--- config.mk ---
export PLATFORM = sky130hd
export DESIGN_NAME = branch_dir_predictor
export DESIGN_NICKNAME = d
export VERILOG_FILES = /design/src/rtl/bp_pkg.sv /design/src/rtl/bp_index.sv /design/src/rtl/bp_next.sv /design/src/rtl/bp_entry.sv /design/src/rtl/branch_dir_predictor.sv
export SDC_FILE = /design/constraint.sdc
export NUM_CORES = 1
export LEC_CHECK = 0
export BUFFER_PORTS_ARGS = -buffer_cell sky130_fd_sc_hd__buf_2
export CELL_PAD_IN_SITES_DETAIL_PLACEMENT = 0
export CELL_PAD_IN_SITES_GLOBAL_PLACEMENT = 1
export CORE_MARGIN = 4
export CORE_UTILIZATION = 35
export DETAILED_ROUTE_END_ITERATION = 10
export MAX_ROUTING_LAYER = met4
export PLACE_DENSITY_LB_ADDON = 0.1
export SYNTH_ARGS = -nofsm -noshare
export SYNTH_HDL_FRONTEND = slang
export SYNTH_SLANG_ARGS = --single-unit
--- constraint.sdc ---
create_clock -name clk -period 1.5 [get_ports clk]
set_clock_uncertainty 0.05 [all_clocks]
set_input_delay 0.3 -clock clk [delete_from_list [all_inputs] [get_ports clk]]
set_output_delay 0.3 -clock clk [all_outputs]
set_load 0.03 [all_outputs]
--- src/rtl/bp_pkg.sv ---
package bp_pkg;

    // Bit 1 of the encoding is the predicted direction.
    typedef enum logic [1:0] {
        DIR_SNT = 2'b00,
        DIR_LNT = 2'b01,
        DIR_LT  = 2'b10,
        DIR_ST  = 2'b11
    } dir_state_e;

    localparam dir_state_e DIR_RESET = DIR_LNT;

endpackage

--- src/rtl/bp_index.sv ---
module bp_index #(
    parameter int PC_W   = 32,
    parameter int IDX_LO = 2,
    parameter int IDX_W  = 4
) (
    input  logic [PC_W-1:0]  pc,
    output logic [IDX_W-1:0] idx
);
    always_comb begin
        idx = pc[IDX_LO +: IDX_W];
    end
endmodule

--- src/rtl/bp_next.sv ---
module bp_next
    import bp_pkg::*;
#(
    parameter bit FOUR_STATE = 1'b1
) (
    input  dir_state_e cur,
    input  logic       taken,
    output dir_state_e nxt
);
    generate
        if (FOUR_STATE) begin : g_four
            always_comb begin
                nxt = DIR_RESET;
                unique case (cur)
                    DIR_LNT: nxt = taken ? DIR_ST  : DIR_SNT;  // LNT-up / LNT-down
                    DIR_ST:  nxt = taken ? DIR_ST  : DIR_LT;   // ST-hold / ST-drop
                    DIR_LT:  nxt = taken ? DIR_ST  : DIR_SNT;  // LT-up / LT-drop
                    DIR_SNT: nxt = taken ? DIR_LNT : DIR_SNT;  // SNT-wake / SNT-hold
                    default: nxt = DIR_RESET;
                endcase
            end
        end else begin : g_two
            always_comb begin
                nxt = DIR_RESET;
                unique case (cur)
                    DIR_LNT: nxt = taken ? DIR_LT : DIR_LNT;   // Two-up / Two-stay
                    DIR_LT:  nxt = taken ? DIR_LT : DIR_LNT;   // Two-hold / Two-down
                    default: nxt = DIR_RESET;
                endcase
            end
        end
    endgenerate
endmodule

--- src/rtl/bp_entry.sv ---
module bp_entry
    import bp_pkg::*;
#(
    parameter bit FOUR_STATE = 1'b1
) (
    input  logic       clk,
    input  logic       rst_n,
    input  logic       wr,
    input  logic       taken,
    output dir_state_e state
);
    dir_state_e nxt;

    bp_next #(.FOUR_STATE(FOUR_STATE)) u_next (
        .cur   (state),
        .taken (taken),
        .nxt   (nxt)
    );

    always_ff @(posedge clk) begin
        if (!rst_n) begin
            state <= DIR_RESET;
        end else if (wr) begin
            state <= nxt;
        end
    end
endmodule

--- src/rtl/branch_dir_predictor.sv ---
module branch_dir_predictor
    import bp_pkg::*;
#(
    parameter int PC_W       = 32,
    parameter int IDX_LO     = 2,
    parameter int IDX_W      = 4,
    parameter bit FOUR_STATE = 1'b1
) (
    input  logic            clk,
    input  logic            rst_n,
    input  logic [PC_W-1:0] pred_pc,
    output logic            pred_taken,
    input  logic            upd_valid,
    input  logic [PC_W-1:0] upd_pc,
    input  logic            upd_taken
);
    localparam int ENTRIES = 1 << IDX_W;

    logic [IDX_W-1:0]     pidx;
    logic [IDX_W-1:0]     uidx;
    dir_state_e           table_q [ENTRIES];
    logic [ENTRIES*2-1:0] st_flat;
    dir_state_e           sel_state;

    bp_index #(.PC_W(PC_W), .IDX_LO(IDX_LO), .IDX_W(IDX_W)) u_pidx (
        .pc  (pred_pc),
        .idx (pidx)
    );

    bp_index #(.PC_W(PC_W), .IDX_LO(IDX_LO), .IDX_W(IDX_W)) u_uidx (
        .pc  (upd_pc),
        .idx (uidx)
    );

    generate
        for (genvar e = 0; e < ENTRIES; e++) begin : g_entry
            logic wr_e;
            always_comb begin
                wr_e = upd_valid && (uidx == IDX_W'(e));
            end
            bp_entry #(.FOUR_STATE(FOUR_STATE)) u_entry (
                .clk   (clk),
                .rst_n (rst_n),
                .wr    (wr_e),
                .taken (upd_taken),
                .state (table_q[e])
            );
            assign st_flat[e*2 +: 2] = table_q[e];
        end
    endgenerate

    // The lookup reads the registered state, so a same-cycle update is not visible yet.
    always_comb begin
        sel_state = table_q[pidx];
    end

    always_comb begin
        unique case (sel_state)
            DIR_ST, DIR_LT:   pred_taken = 1'b1;
            DIR_LNT, DIR_SNT: pred_taken = 1'b0;
            default:          pred_taken = 1'b0;
        endcase
    end
endmodule

==> flow_metrics.tcl <==
set metrics [dict create \
    status "finished, violations left" \
    violations "negative setup slack" \
    finalSetupViolCount 1 \
    drv_cap 0 \
    reg_top3 "g_entry.u_entry.state: 32 flops" \
    core_um2 5270 \
    ys_warn_count 0 \
    synthMuxAreaShare 0.0635 \
    min_path_cells 3 \
    slew_headroom 0.713 \
    io_buffers 12 \
    io_pins 69 \
    syn2layout_area_growth_pct 21.2 \
    route.vias.total 1778 \
    ant_nets 0 \
    met2_usage 0.272 \
    grt_setup_unrepaired "true" \
    dr.pass1.iters 4 \
    fin_crit_ps 1860 \
    synth_area_um2 1950 \
    synth_simple_gate_area_share 0.221 \
    gp_congestion 0.755 \
    drive_above_1_share 0.202 \
    htreeDepth 2 \
    fmax_ghz 0.536 \
    fill_cells 559 \
    grt_start_max_net_pins 33 \
    hold_violations 0 \
    p_per_area_nw_per_um2 766 \
    min_period_over_period 1.24 \
    finalWorstSetupSlack_ps -364 \
    synth_top_family_by_area "simple AND/OR/NAND/NOR gates" \
    ir_worst_vdd_uv 377 \
    cts_buffer_depth 2 \
    chipWidth_um 82.7 \
    start_util 0.370 \
    ys_ff_latch 32 \
    ff2ff_path_depth 6 \
    worst-setup-path-type "flop to output port" \
    slew_viol_final 0 \
    path_clk_slew_ps 70 \
    seq_area_frac_synth 0.328 \
    via_per_inst 5.05 \
    tritoncts "built" \
    critPathCaptureType "output port" \
    use_met3 0.0401 \
    arrival_ps 1510 \
    busiest_layer "met2" \
    switching_share 0.259 \
    power_frac_seq 0.482 \
    clk_latency_ps 280 \
    dp_hpwl_um 3590 \
    wl_per_cell_um 15.1 \
    tightestPinTransition_ps 431 \
    root_buffer "clkbuf_8" \
    antenna_cells 0 \
    synth.distinct_cells 26 \
    cp-start-kind "flop" \
    regMostFlops "g_entry.u_entry.state" \
    antenna_found_initial 0 \
    avgSynthCellArea_um2 7.93 \
    synth-compound-area-share 0.187 \
    synthAdderAreaFrac 0.103 \
    gr-usage-met1 0.253 \
    row_count 26 \
    hp-class "input port to flop" \
    leakagePower_nw 1.05 \
    grt_use_total 0.183 \
    netlist_instances 246 \
    dieHeight_um 82.7 \
    synthXorXnorAreaFrac 0 \
    hold_ws_ps 395 \
    power_frac_comb 0.140 \
    setup_tns_ps -364 \
    first_global_vias 1639 \
    grt_overflow_total 0 \
    grt_pass1_wl_um 8780 \
    die_area_um2 6840 \
    final_cell_mix "33 x inv_1, 33 x nand3_1, 31 x dfxtp_1" \
    numCtsBuffers 5 \
    clkSinkCount 32 \
    cts_hold_buffers 0 \
    clockPowerShare 0.378 \
    crit_required_ps 1150 \
    largest_reg_flops 32 \
    switchingPower_uw 468 \
    synth_nets 330 \
    nets 365 \
    crit_fanout 2 \
    internal_power_mw 1.34 \
    drc_errors 0 \
    drt_iter0_drc 113 \
    drt_wl_total_um 5310 \
]
[metal layers]
metal	vias up	share of wire
met2	25	0.44
met5	-	0
li1	924	-
met4	0	0.0077
met1	825	0.51
met3	4	0.042
[timing repair]
item,in CTS,in global routing
resized for setup,3,1
setup endpoints to repair,1,1
buffers inserted,0,0
gates cloned,0,0
[area by class of cell]
class	count	area, um^2	area share
clock buffers	8	90.1	0.0381
inverters	33	124	0.0524
multi-input cells	167	1120	0.473
flip-flops and latches	32	642	0.271
well taps	70	87.6	0.0370
repair buffers	42	304	0.129
[stage by stage]
stage                     worst slack, ps  instance area, um^2  instances  utilization  power, mW
after floorplan                      8.36                 1960        246            -       1.03
after global placement               -329                 2270        344        0.431       1.15
after detailed placement             -331                 2270        344        0.431       1.15
after CTS                            -396                 2360        352        0.448       1.83
after global routing                 -447                 2370        352        0.449       1.91
final                                -364                 2370        352        0.449       1.81
[worst max-delay path: stages (launching register included)]
cell and delay (ps):
dfxtp_2 330, mux4_2 470, mux2i_1 190, mux2i_2 100, buf_6 140
[power groups by stage]
stage	logic, mW	clock network (mW)	registers [mW]
after CTS	0.256	0.704	0.873
final	0.254	0.684	0.873
after floorplan	0.142	0	0.890
after global placement	0.254	0	0.892
after global routing	0.284	0.756	0.873
after detailed placement	0.254	0	0.892
[cell usage after synthesis]
cell | number | area, um^2
inv_1 | 33 | 124
nand3_1 | 33 | 165
dfxtp_1 | 32 | 641
o21ai_0 | 24 | 120
and2_1 | 17 | 106
nor2_1 | 17 | 63.8
a21oi_1 | 16 | 80.1
ha_1 | 16 | 200
o211ai_1 | 16 | 120
buf_2 | 7 | 35.0
o21ai_1 | 7 | 35.0
clkbuf_1 | 6 | 22.5
mux2i_1 | 3 | 30.0
mux4_2 | 3 | 67.6
and3b_1 | 2 | 17.5
nand2b_1 | 2 | 12.5
nand3b_1 | 2 | 15.0
nor2b_1 | 2 | 12.5
and3_1 | 1 | 6.26
buf_6 | 1 | 11.3
mux4_1 | 1 | 26.3
nand2_1 | 1 | 3.75
nor3b_2 | 1 | 12.5
o21ai_2 | 1 | 8.76
or2_2 | 1 | 6.26
or3b_1 | 1 | 8.76
[cells by family (layout without fill, tap and decap cells)]
logic type / after synthesis / in the layout
AOI/OAI and AO/OA: 64 / 64
adders and majority gates: 16 / 16
buffers and inverters: 47 / 83
DFF: 32 / 32
muxes: 7 / 7
and+or+nand+nor: 80 / 80
[worst paths after layout]
check             slack, ps                    startpoint                          end
hold reg to reg         430   g_entry[3].u_entry.state[0]  g_entry[3].u_entry.state[0]
setup reg to reg        100   g_entry[1].u_entry.state[1]  g_entry[1].u_entry.state[1]
setup / recovery       -360  g_entry[15].u_entry.state[1]                   pred_taken
hold / removal          400                         rst_n  g_entry[3].u_entry.state[0]
Power figures use the tool's default switching activity.
